--- src/rtl/pix_unpack_pkg.sv ---
package pix_unpack_pkg;

  localparam int PIX_DW = 16;
  localparam int PIX_CW = 8;
  localparam int FMT_W  = 4;
  localparam int BEAT_W = 2;

  localparam logic [FMT_W-1:0] FMT_RGB565_W  = 4'd0;
  localparam logic [FMT_W-1:0] FMT_RGB555_W  = 4'd1;
  localparam logic [FMT_W-1:0] FMT_RGB555_B2 = 4'd2;
  localparam logic [FMT_W-1:0] FMT_RGB565_B2 = 4'd3;
  localparam logic [FMT_W-1:0] FMT_RGB888_B3 = 4'd4;
  localparam logic [FMT_W-1:0] FMT_RGB888_H2 = 4'd5;
  localparam logic [FMT_W-1:0] FMT_YCC_B4    = 4'd6;
  localparam logic [FMT_W-1:0] FMT_YCC_W2    = 4'd7;

  // index of the final word in a group for each layout
  function automatic logic [BEAT_W-1:0] last_beat(input logic [FMT_W-1:0] f);
    logic [BEAT_W-1:0] r;
    case (f)
      FMT_RGB555_B2, FMT_RGB565_B2, FMT_RGB888_H2, FMT_YCC_W2: r = 2'd1;
      FMT_RGB888_B3:                                          r = 2'd2;
      FMT_YCC_B4:                                             r = 2'd3;
      default:                                                r = 2'd0;
    endcase
    return r;
  endfunction

  // widen an n-bit right-aligned field to PIX_CW bits by repeating its MSBs
  function automatic logic [PIX_CW-1:0] widen(input logic [PIX_CW-1:0] src,
                                              input int unsigned n);
    logic [PIX_CW-1:0] o;
    for (int i = 0; i < PIX_CW; i++) begin
      o[PIX_CW-1-i] = src[n-1-(i%n)];
    end
    return o;
  endfunction

endpackage

--- src/rtl/pix_rst_sync.sv ---
module pix_rst_sync #(
  parameter int STAGES = 2
) (
  input  logic clk,
  input  logic rst_n,
  output logic rst_n_sync
);
  logic [STAGES-1:0] sync_q;

  always_ff @(posedge clk or negedge rst_n) begin
    if (!rst_n) sync_q <= '0;
    else        sync_q <= {sync_q[STAGES-2:0], 1'b1};
  end

  assign rst_n_sync = sync_q[STAGES-1];
endmodule

--- src/rtl/pix_beat_ctr.sv ---
module pix_beat_ctr
  import pix_unpack_pkg::*;
(
  input  logic              clk,
  input  logic              rst_n,
  input  logic [FMT_W-1:0]  fmt_sel,
  input  logic              grp_start,
  output logic [BEAT_W-1:0] beat,
  output logic              fmt_chg
);
  logic [BEAT_W-1:0] cnt_q, cnt_d;
  logic [FMT_W-1:0]  fmt_q;
  logic              realign;

  always_comb begin
    fmt_chg = (fmt_sel != fmt_q);
    realign = fmt_chg | grp_start;
    beat    = realign ? '0 : cnt_q;
    if (beat == last_beat(fmt_sel)) cnt_d = '0;
    else                            cnt_d = beat + 1'b1;
  end

  always_ff @(posedge clk or negedge rst_n) begin
    if (!rst_n) begin
      cnt_q <= '0;
      fmt_q <= '0;
    end else begin
      cnt_q <= cnt_d;
      fmt_q <= fmt_sel;
    end
  end
endmodule

--- src/rtl/pix_hold_regs.sv ---
module pix_hold_regs
  import pix_unpack_pkg::*;
(
  input  logic              clk,
  input  logic              rst_n,
  input  logic [PIX_DW-1:0] din,
  input  logic [FMT_W-1:0]  fmt_sel,
  input  logic [BEAT_W-1:0] beat,
  input  logic              fmt_chg,
  output logic [11:0]       word0_q,
  output logic [PIX_CW-1:0] word1_q,
  output logic [PIX_CW-1:0] cb_q,
  output logic [PIX_CW-1:0] cr_prev
);
  logic              w0_en, w1_en, cb_en, cr_en;
  logic [PIX_CW-1:0] cr_q, cb_d, cr_d;
  logic [PIX_CW-1:0] chroma_in;

  always_comb begin
    chroma_in = din[PIX_CW-1:0];
    w0_en = (beat == 2'd0);
    w1_en = (beat == 2'd1);
    cb_en = ((fmt_sel == FMT_YCC_B4) || (fmt_sel == FMT_YCC_W2)) && (beat == 2'd0);
    cr_en = ((fmt_sel == FMT_YCC_B4) && (beat == 2'd2)) ||
            ((fmt_sel == FMT_YCC_W2) && (beat == 2'd1));
    cr_prev = fmt_chg ? '0 : cr_q;
    cb_d = fmt_chg ? '0 : cb_q;
    if (cb_en) cb_d = chroma_in;
    cr_d = cr_prev;
    if (cr_en) cr_d = chroma_in;
  end

  always_ff @(posedge clk or negedge rst_n) begin
    if (!rst_n) begin
      word0_q <= '0;
      word1_q <= '0;
      cb_q    <= '0;
      cr_q    <= '0;
    end else begin
      if (w0_en) word0_q <= din[11:0];
      if (w1_en) word1_q <= din[PIX_CW-1:0];
      cb_q <= cb_d;
      cr_q <= cr_d;
    end
  end
endmodule

--- src/rtl/pix_assemble.sv ---
module pix_assemble
  import pix_unpack_pkg::*;
(
  input  logic [PIX_DW-1:0] din,
  input  logic [FMT_W-1:0]  fmt_sel,
  input  logic [BEAT_W-1:0] beat,
  input  logic [11:0]       word0_q,
  input  logic [PIX_CW-1:0] word1_q,
  input  logic [PIX_CW-1:0] cb_q,
  input  logic [PIX_CW-1:0] cr_prev,
  output logic              strobe,
  output logic [PIX_CW-1:0] c0,
  output logic [PIX_CW-1:0] c1,
  output logic [PIX_CW-1:0] c2
);
  always_comb begin
    strobe = 1'b0;
    c0 = '0;
    c1 = '0;
    c2 = '0;
    case (fmt_sel)
      FMT_RGB565_W: begin
        strobe = 1'b1;
        c0 = widen({3'b0, din[15:11]}, 5);
        c1 = widen({2'b0, din[10:5]}, 6);
        c2 = widen({3'b0, din[4:0]}, 5);
      end
      FMT_RGB555_W: begin
        strobe = 1'b1;
        c0 = widen({3'b0, din[14:10]}, 5);
        c1 = widen({3'b0, din[9:5]}, 5);
        c2 = widen({3'b0, din[4:0]}, 5);
      end
      FMT_RGB555_B2: begin
        strobe = (beat == 2'd1);
        c0 = widen({3'b0, din[6:2]}, 5);
        c1 = widen({3'b0, din[1:0], word0_q[7:5]}, 5);
        c2 = widen({3'b0, word0_q[4:0]}, 5);
      end
      FMT_RGB565_B2: begin
        strobe = (beat == 2'd1);
        c0 = widen({3'b0, din[7:3]}, 5);
        c1 = widen({2'b0, din[2:0], word0_q[7:5]}, 6);
        c2 = widen({3'b0, word0_q[4:0]}, 5);
      end
      FMT_RGB888_B3: begin
        strobe = (beat == 2'd2);
        c0 = din[7:0];
        c1 = word1_q;
        c2 = word0_q[7:0];
      end
      FMT_RGB888_H2: begin
        strobe = (beat == 2'd1);
        c0 = din[11:4];
        c1 = {din[3:0], word0_q[11:8]};
        c2 = word0_q[7:0];
      end
      FMT_YCC_B4: begin
        strobe = beat[0];
        c0 = cr_prev;
        c1 = din[7:0];
        c2 = cb_q;
      end
      FMT_YCC_W2: begin
        strobe = 1'b1;
        c1 = din[15:8];
        if (beat == 2'd0) begin
          c0 = cr_prev;
          c2 = din[7:0];
        end else begin
          c0 = din[7:0];
          c2 = cb_q;
        end
      end
      default: begin
        strobe = 1'b0;
      end
    endcase
  end
endmodule

--- src/rtl/pix_unpacker.sv ---
module pix_unpacker
  import pix_unpack_pkg::*;
#(
  parameter int RST_STAGES = 2
) (
  input  logic              clk,
  input  logic              rst_n,
  input  logic [PIX_DW-1:0] din,
  input  logic              grp_start,
  input  logic [FMT_W-1:0]  fmt_sel,
  output logic              px_valid,
  output logic [PIX_CW-1:0] px_c0,
  output logic [PIX_CW-1:0] px_c1,
  output logic [PIX_CW-1:0] px_c2
);
  logic              rst_i;
  logic [BEAT_W-1:0] beat;
  logic              fmt_chg;
  logic [11:0]       word0_q;
  logic [PIX_CW-1:0] word1_q, cb_q, cr_prev;
  logic              strobe;
  logic [PIX_CW-1:0] a0, a1, a2;
  logic              valid_q;
  logic [PIX_CW-1:0] c0_q, c1_q, c2_q, c0_d, c1_d, c2_d;

  pix_rst_sync #(.STAGES(RST_STAGES)) u_rst (
    .clk(clk), .rst_n(rst_n), .rst_n_sync(rst_i)
  );

  pix_beat_ctr u_ctr (
    .clk(clk), .rst_n(rst_i), .fmt_sel(fmt_sel), .grp_start(grp_start),
    .beat(beat), .fmt_chg(fmt_chg)
  );

  pix_hold_regs u_hold (
    .clk(clk), .rst_n(rst_i), .din(din), .fmt_sel(fmt_sel), .beat(beat),
    .fmt_chg(fmt_chg), .word0_q(word0_q), .word1_q(word1_q),
    .cb_q(cb_q), .cr_prev(cr_prev)
  );

  pix_assemble u_asm (
    .din(din), .fmt_sel(fmt_sel), .beat(beat), .word0_q(word0_q),
    .word1_q(word1_q), .cb_q(cb_q), .cr_prev(cr_prev),
    .strobe(strobe), .c0(a0), .c1(a1), .c2(a2)
  );

  always_comb begin
    c0_d = strobe ? a0 : c0_q;
    c1_d = strobe ? a1 : c1_q;
    c2_d = strobe ? a2 : c2_q;
  end

  always_ff @(posedge clk or negedge rst_i) begin
    if (!rst_i) begin
      valid_q <= 1'b0;
      c0_q    <= '0;
      c1_q    <= '0;
      c2_q    <= '0;
    end else begin
      valid_q <= strobe;
      c0_q    <= c0_d;
      c1_q    <= c1_d;
      c2_q    <= c2_d;
    end
  end

  assign px_valid = valid_q;
  assign px_c0    = c0_q;
  assign px_c1    = c1_q;
  assign px_c2    = c2_q;
endmodule

--- config.mk ---
export PLATFORM = sky130hd
export DESIGN_NAME = pix_unpacker
export DESIGN_NICKNAME = d
export VERILOG_FILES = /design/src/rtl/pix_unpack_pkg.sv /design/src/rtl/pix_rst_sync.sv /design/src/rtl/pix_beat_ctr.sv /design/src/rtl/pix_hold_regs.sv /design/src/rtl/pix_assemble.sv /design/src/rtl/pix_unpacker.sv
export SDC_FILE = /design/constraint.sdc
export NUM_CORES = 1
export LEC_CHECK = 0
export ABC_AREA = 1
export CORE_MARGIN = 2
export CORE_UTILIZATION = 25
export DETAILED_ROUTE_END_ITERATION = 10
export PLACE_DENSITY = 0.52
export SLEW_MARGIN = 20
export SYNTH_ARGS = -nofsm -noshare
export SYNTH_HDL_FRONTEND = slang
export SYNTH_SLANG_ARGS = --single-unit
--- constraint.sdc ---
create_clock -name clk -period 2.6 [get_ports clk]
set_clock_uncertainty 0.15 [all_clocks]
set_input_delay 0.39 -clock clk [delete_from_list [all_inputs] [get_ports clk]]
set_output_delay 0.39 -clock clk [all_outputs]
set_load 0.01 [all_outputs]
# Yosys cells after proc, flatten, opt, wreduce, memory -nomap -nowiden
# Cells that the tools add are included.
[word_totals]
ff_bits = 69
in_bits = 23
[classes]
n_reduce_logical = 14
bitwise_logic = 1
mux = 13
add_sub_neg = 1
n_eq_ne = 11
[ops]
columns = ["op", "count"]
rows = [
  ["one-hot mux 8 bit (8 select lines)", 2],
  ["two-way mux 8 bit", 6],
  ["one-hot mux 8 bit (5 select lines)", 1],
  ["equality test 4 x 3 -> 1 bit (second input constant)", 4],
  ["equality test 4 x 2 -> 1 bit (second input constant)", 2],
  ["one-hot mux 2 bit (3 select lines)", 1],
  ["OR reduction 2 bit", 3],
  ["OR reduction 3 bit", 2],
  ["equality test 4 x 1 -> 1 bit (second input constant)", 1],
  ["zero test 4 bit", 1],
  ["two-way mux 2 bit", 2],
  ["!= test 4 bit", 1],
  ["one-hot mux 1 bit (4 select lines)", 1],
  ["OR reduction 4 bit", 1],
  ["logical AND 1 bit", 3],
  ["adder 2 x 1 -> 2 bit (second input constant)", 1],
  ["equality test 2 x 1 -> 1 bit (second input constant)", 1],
  ["equality test 2 bit", 1],
  ["equality test 2 bit (second input constant)", 1],
  ["zero test 2 bit", 1],
  ["logical OR 1 bit", 2],
  ["nonzero test 2 bit", 1],
  ["OR 1 bit", 1],
]

# Longest topological paths before layout
# Gate-level depths: netlist of run 1.
[depth]
ltp_word = 7
depth_mapped = 18

# Cells and area by module
# Synthesis of run 1 repeated with hierarchy kept, for this count alone.
[hier_totals]
cells_unflattened = 669
area_unflattened_um2 = 4463.0
[modules_own_cells]
columns = ["module", "seq_area_each_um2", "cells_each", "instances", "area_each_um2"]
rows = [
  ["pix_hold_regs", 900.9, 173, 1, 1530.2],
  ["pix_assemble", 0.0, 330, 1, 1438.9],
  ["pix_unpacker", 625.6, 103, 1, 999.7],
  ["pix_beat_ctr", 150.1, 60, 1, 440.4],
  ["pix_rst_sync", 50.0, 3, 1, 53.8],
]

# Least setup slack after synthesis of run 1
# OpenSTA, ideal clock, no wires.
[synth_path]
kind = "input to register"
from = "input port fmt_sel[1]"
to = "register c0_q[0], in the netlist px_c0[0]"
slack_ns = 0.163
arrival_ns = 2.174
cell_stages = 16
t_required_ns = 2.337
cell_sequence = "buf_4 > inv_2 > nand2_1 > nand2_1 > nor2_1 > nand2_2 > nor2_4 > nand2_1 > ha_1 > inv_1 > a21oi_2 > nor2_4 > nand2_2 > or2_2 > nand2_1 > inv_1"
[synth_between]
elab_chain_len = 6
[synth_lines]
columns = ["item", "line", "text"]
rows = [
  ["start, declared", "pix_unpacker.sv:10", "input logic [FMT_W-1:0] fmt_sel,"],
  ["!= test 4 bit", "pix_beat_ctr.sv:16", "fmt_chg = (fmt_sel != fmt_q);"],
  ["OR 1 bit", "pix_beat_ctr.sv:17", "realign = fmt_chg | grp_start;"],
  ["two-way mux 2 bit", "pix_beat_ctr.sv:18", "beat = realign ? '0 : cnt_q;"],
  ["zero test 2 bit", "pix_assemble.sv:67", "if (beat == 2'd0) begin"],
  ["two-way mux 8 bit", "pix_assemble.sv:67", ""],
  ["one-hot mux 8 bit (8 select lines)", "pix_assemble.sv:21", "case (fmt_sel)"],
  ["end signal, assigned", "pix_unpacker.sv:56", "c0_q <= '0;"],
  ["end signal, assigned", "pix_unpacker.sv:61", "c0_q <= c0_d;"],
  ["end, declared", "pix_unpacker.sv:24", "logic [PIX_CW-1:0] c0_q, c1_q, c2_q, c0_d, c1_d, c2_d;"],
]
# Several ways; a longest one is shown, not always the timed one.
# A chain may end at the register's enable or synchronous reset.

# Worst setup path after layout of run 1
[layout_path]
from = "register u_ctr.fmt_q[0]"
to = "register c0_q[1], in the netlist px_c0[1]"
[layout_between]
elab_chain_len = 6
[layout_lines]
columns = ["item", "line", "text"]
rows = [
  ["start, declared", "pix_beat_ctr.sv:12", "logic [FMT_W-1:0] fmt_q;"],
  ["start signal, assigned", "pix_beat_ctr.sv:29", "fmt_q <= fmt_sel;"],
  ["!= test 4 bit *", "pix_beat_ctr.sv:16", ""],
  ["OR 1 bit", "pix_beat_ctr.sv:17", ""],
  ["two-way mux 2 bit", "pix_beat_ctr.sv:18", ""],
  ["zero test 2 bit", "pix_assemble.sv:67", ""],
  ["two-way mux 8 bit", "pix_assemble.sv:67", ""],
  ["one-hot mux 8 bit (8 select lines)", "pix_assemble.sv:21", ""],
]
# Mark *: on every way between the ends. The rest lies on a longest branch, timed or not.

==> results of run 1 <==
[worst max-delay path, cell delays in order (launching register included)]
cell and delay [ns]:
dfrtp_1 0.40, nand2_1 0.09, nand2_1 0.05, nor2_1 0.11, nand2_2 0.10, nor2_4 0.11, nand2_2 0.08, inv_1 0.09
ha_2 0.18, inv_1 0.06, a21oi_2 0.14, nor2_4 0.07, buf_4 0.15, a21oi_1 0.14, nand2_1 0.08, nor2_1 0.12
nor2_1 0.05
[final cells by class]
type                       instances  area, sq um  share of cell area, %
timing repair buffer              98          880                   17.2
inverter                          74          278                   5.43
tap                              184          230                   4.50
sequential                        69         1730                   33.8
clock buffer                      13          250                   4.89
multi-input combinational        346         1710                   33.3
clock inverter                     3         45.0                  0.880
[power by group through the flow]
| stage | logic, uW | clock network, uW | registers, uW |
|---|---|---|---|
| after floorplan | 260 | 0 | 1340 |
| after global placement | 634 | 0 | 1310 |
| after detailed placement | 642 | 0 | 1310 |
| after CTS | 644 | 1260 | 1300 |
| after global routing | 710 | 1310 | 1310 |
| final | 642 | 1230 | 1290 |
[per-stage QoR]
step | total power [uW] | TNS [ns] | cell area (sq um) | hold WS, ns
2_1_floorplan | 1600 | 0 | 3760 | -0.0556
3_3_place_gp | 1940 | -6.12 | 4790 | 0.167
3_5_place_dp | 1960 | -8.90 | 4790 | 0.174
4_1_cts | 3200 | 0 | 5090 | 0.0459
5_1_grt | 3330 | 0 | 5120 | 0.0480
6_report | 3160 | 0 | 5120 | 0.0536
[kinds of logic (layout without fill, tap and decap cells)]
logic type      count (synthesis)  count (layout)  share of synthesized area [%]
compound gates                122             122                           19.2
fa+ha+maj                       3               3                          0.999
xor+xnor                        3               3                          0.699
buf+inv                        86             188                           9.15
flops                          69              69                           45.9
other cells                     1               1                         0.0998
simple gates                  217             217                           23.9
[layer usage]
metal	global-route usage [%]	up-vias	wire length [um]
li1	-	1850	-
met1	22.5	1824	5850
met5	0	-	0
met4	6.53	0	258
met3	4.89	21	926
met2	25.1	124	5670
[placed cells by master, fill, tap and decap left out, types with 5 or more instances in the layout]
cell,count
nand2_1,123
inv_1,69
dfrtp_1,68
nor2_1,57
buf_4,49
clkdlybuf4s50_1,43
o21ai_0,37
o22ai_1,37
a21oi_1,22
nand3_1,16
clkbuf_16,9
nor2_2,6
a31oi_1,6
nand2_2,5
o221ai_1,5
[final timing paths]
| kind | depth (start not counted) | startpoint | end |
|---|---|---|---|
| worst max-delay path | 16 | u_ctr.fmt_q[0]$_DFF_PN0_ | px_c0[1]$_DFFE_PN0P_ |
| worst min-delay path | 1 | rst_n | u_rst.sync_q[0]$_DFF_PN0_ |
| worst max register to register | 16 | u_ctr.fmt_q[0]$_DFF_PN0_ | px_c0[1]$_DFFE_PN0P_ |
| worst min register to register | 0 | u_rst.sync_q[1]$_DFF_PN0_ | u_hold.cb_q[1]$_DFFE_PN0P_ |
| max in group asynchronous | 1 | u_rst.sync_q[1]$_DFF_PN0_ | u_hold.cr_q[0]$_DFF_PN0_ |
| min in group clk | 1 | fmt_sel[1] | u_ctr.fmt_q[1]$_DFF_PN0_ |
[repair_timing]
action,CTS,global route
gates resized for setup,1,10
setup endpoints to repair,2,32
pin swaps,0,0
buffers inserted,0,0
[flip-flops by register name (all words and copies together), names as in the netlist]
name and flops:
px_c0 8, px_c1 8, px_c2 8, px_valid 1, u_ctr.cnt_q 2, u_ctr.fmt_q 4, u_hold.cb_q 8, u_hold.cr_q 8
u_hold.word0_q 12, u_hold.word1_q 8, u_rst.sync_q 2
==> results.cfg, run 1 <==
[setup_path]
path_class = register to register
cp_max_fo = 6
cp-start-kind = register
worstSetupEndpointType = register
ff2ff_setup_slack_ns = 0.32
crit_arrival_ns = 2.37
worstPathRequired_ns = 2.68

[global_route]
groute.usage.overall_pct = 16.6
antenna_found_initial = 0
first_global_vias = 3755
grt_pass1_wl_um = 20400
grt_max_degree = 42
overflow = 0

[yosys]
yosys-top-cells-count = nand2_1, dfrtp_1, inv_1, nor2_1
yosys-top-cells-area = dfrtp_1, nand2_1, inv_1
avgSynthCellArea_sq_um = 7.50
yosysTopAreaCell = dfrtp_1
yosys_warnings = 0
synth-async-reset-ratio_pct = 100
syn-cell-area_sq_um = 3760
synth_ff_type = dfrtp_1
ys_seq_area_share_pct = 45.9
synthCells = 501
synth_cell_types = 36
synth.most_common_cell = nand2_1
synth_top_area_share_pct = 45.9
synth_edf_count = 0
syn_nets = 527
synth_seq_cells = 69

[power]
switching_share_pct = 27.7
comb_power_share_pct = 20.3
power.leakage_uw = 0.00243
peakVddDrop_mv = 0.271
clkPwrFrac_pct = 38.8
p_per_area_nw_per_um2 = 618
seqPwrFrac_pct = 40.9
intPower_uw = 2290
switching_power_uw = 877

[placement]
dpl_worst_slack_ns = -0.379
gp_congestion = 0.933
io_buffers = 47
dp.cells = 771
dp_hpwl_um = 9910

[clock_tree]
path_clk_slew_ns = 0.05
clockRootBuffer = clkbuf_16
clock_latency_ns = 0.35
hold_buffers = 0
cts_buffers = 9
clock-sinks = 69
cts_tree = yes
cts.path.max_buffers = 2
cts.htree.levels = 3

[drt]
first_pass_iters = 5
drcViolationCount = 0
wirelength_um = 12700
ant_nets = 0
drt-wirelength-per-cell_um = 16.1
vias = 3819
drtIter0Drc = 289
vias_per_cell = 4.85

[floorplan]
die_y_um = 127
ioPinCount = 48
dieArea_sq_um = 16000
die_w_um = 127
rows = 44
initial_core_util_pct = 25.8
core_area_sq_um = 14600

[finish]
fill_cells = 1567
antenna_cells = 0
areaGrowthSynthToFinish_pct = 36.2
drive_above_1_share_pct = 14.8
finish.utilization_pct = 35.1
final_cell_count_no_fill = 787
final_nets = 624

[sta]
max_clock_freq_ghz = 0.438
slew_violations = 0
slew_headroom_pct = 55.1
fin_crit_sh_pct = 87.8
post-route-worst-setup-slack_ns = 0.316
worst_slew_pin_slew_ns = 0.673
finalHoldViolations = 0
min_period_ns = 2.28
rsz0062_at_grt = no
setup_viol = 0

[job]
maxCapViolCount = 0

[hold_path]
hold_class = input pin to asynchronous set/reset pin

[outcome]
status = complete, no violations
Power figures use the tool's default switching activity.
==> run 2, diff against run 1 <==
--- a/config.mk
+++ b/config.mk
@@ -9,8 +9,10 @@
 export CORE_MARGIN = 2
 export CORE_UTILIZATION = 25
 export DETAILED_ROUTE_END_ITERATION = 10
+export GPL_TIMING_DRIVEN = 0
 export PLACE_DENSITY = 0.52
 export SLEW_MARGIN = 20
 export SYNTH_ARGS = -nofsm -noshare
 export SYNTH_HDL_FRONTEND = slang
 export SYNTH_SLANG_ARGS = --single-unit
+export TNS_END_PERCENT = 1
==> results.cfg, run 2 (synthesis results as in run 1) <==
[outcome]
status = complete, no violations

[drt]
drtIter0Drc = 267
vias = 3665
drt-wirelength-per-cell_um = 16.8
drcViolationCount = 0
ant_nets = 0
first_pass_iters = 4
vias_per_cell = 4.85
wirelength_um = 12700

[finish]
final_nets = 592
finish.utilization_pct = 33.7
largest_register_ff_count = 12
seq_area_sq_um = 1730
drive_above_1_share_pct = 10.5
areaGrowthSynthToFinish_pct = 30.8
design_area_sq_um = 4920
fill_cells = 1545
regMostFlops = u_hold.word0_q
final_common_cell = nand2_1
final_cell_mix = nand2_1, dfrtp_1, inv_1, nor2_1, clkdlybuf4s50_1
multi_input_area_sq_um = 1730
antenna_cells = 0

[power]
peakVddDrop_mv = 0.319
p_per_area_nw_per_um2 = 669
design_power_total_uw = 3290
power.leakage_uw = 0.00227

[setup_path]
worst-path-buf-inv = 4
crit_chain = dlygate4sd2_1, inv_1, nand2_2, inv_1, nand2_1, clkbuf_1, o22ai_1, o31ai_1, nand2_1
crit_family = buffers and inverters
crit_arrival_ns = 2.45
max_stage_delay_ns = 0.47
cp_max_fo = 10
ff2ff_setup_slack_ns = 0.26
cp-start-kind = input pin
worstPathRequired_ns = 2.68
crit_path_top_delay_cell = clkbuf_1
worstSetupEndpointType = register
path_class = input pin to register

[placement]
dp_hpwl_um = 9830
dpl_cell_area_sq_um = 4480
gp_congestion = 0.941
io_buffers = 47

[clock_tree]
hold_buffers = 0
cts.path.max_buffers = 2
cts.htree.levels = 3
path_clk_slew_ns = 0.06
clock-sinks = 69
clockRootBuffer = clkbuf_16
clock_latency_ns = 0.35
cts_buffers = 9
cts_tree = yes

[global_route]
grt_max_degree = 37
groute.usage.overall_pct = 16.5
overflow = 0
first_global_vias = 3666
grt_pass1_wl_um = 20300
antenna_found_initial = 0

[sta]
max_clock_freq_ghz = 0.421
setup_viol = 0
fin_crit_sh_pct = 91.4
rsz0062_at_grt = yes
tns_ns = 0
slew_headroom_pct = 42.8
min_period_ns = 2.38
worst_slew_pin_slew_ns = 0.851
slew_violations = 0
finalHoldViolations = 0

[floorplan]
dieArea_sq_um = 16000
die_y_um = 127
rows = 44
ioPinCount = 48
core_area_sq_um = 14600
die_w_um = 127
initial_core_util_pct = 25.8

[hold_path]
hold_class = input pin to asynchronous set/reset pin

[job]
maxCapViolCount = 0
## run 2: cell count changes in the layout (fill, tap and decap cells not counted), sizes merged
cell	change
buf	-37
dlymetal6s2s	-4
dlygate4sd2	+3
clkbuf	+2
inv	+2
bufinv	+1
clkdlybuf4s15	+1
clkinv	+1
clkinvlp	-1
## run 2: power by group
part	internal, uW	total (uW)	switching, uW
sequential	1220	1290	77.1
combinational	279	620	341
clock	874	1370	500
total	2370	3290	918
## run 2: timing repair
| item | 4_1_cts | 5_1_grt |
|---|---|---|
| buffers inserted | 6 | 0 |
| endpoints found under the setup margin | 31 | 6 |
| gates resized for setup | 22 | 1 |
| pin swaps | 5 | 0 |
## run 2: through the flow
step | hold slack (ns) | setup slack [ns] | std cells
5_1_grt | 0.0414 | -0.000379 | 755
2_1_floorplan | -0.0556 | 0.163 | 501
3_3_place_gp | 0.187 | -0.797 | 732
6_report | 0.0477 | 0.224 | 755
4_1_cts | 0.0373 | 0.186 | 755
3_5_place_dp | 0.155 | -0.840 | 733
## run 2: worst paths after layout
kind                                            from                       endpoint  depth (start not counted)
setup / recovery                          fmt_sel[3]           px_c1[2]$_DFFE_PN0P_                          9
hold / removal                                 rst_n      u_rst.sync_q[1]$_DFF_PN0_                          1
setup reg to reg            u_ctr.fmt_q[3]$_DFF_PN0_           px_c0[2]$_DFFE_PN0P_                         16
hold reg to reg            u_rst.sync_q[1]$_DFF_PN0_  u_hold.word0_q[4]$_DFFE_PN0N_                          0
max in group asynchronous  u_rst.sync_q[1]$_DFF_PN0_  u_hold.word1_q[6]$_DFFE_PN0N_                          1
min in group clk                          fmt_sel[1]       u_ctr.fmt_q[1]$_DFF_PN0_                          1
## run 2: layout make-up
class / instances / area share, %
timing repair buffer: 54 / 10.8
clock inverter: 6 / 1.91
buffer: 12 / 1.73
clock buffer: 10 / 4.86
inverter: 74 / 5.65
sequential: 69 / 35.2
tap: 184 / 4.68
multi-input combinational: 346 / 35.1
## run 2: per-layer routing
layer	global-route usage, %	up-vias	part of all wire [%]
met5	0	-	0
met4	5.75	0	2.3
met3	5.74	24	8.3
met2	24.1	119	44
met1	22.7	1742	46
li1	-	1780	-
==> run 3, diff against run 2 <==
--- a/config.mk
+++ b/config.mk
@@ -8,8 +8,10 @@
 export ABC_AREA = 1
 export CORE_MARGIN = 2
 export CORE_UTILIZATION = 25
+export CTS_CLUSTER_SIZE = 12
 export DETAILED_ROUTE_END_ITERATION = 10
 export GPL_TIMING_DRIVEN = 0
+export HOLD_SLACK_MARGIN = 0.03
 export PLACE_DENSITY = 0.52
 export SLEW_MARGIN = 20
 export SYNTH_ARGS = -nofsm -noshare
==> results of run 3 <==
No change in the layout: final DEF, timing and power equal those of run 2.
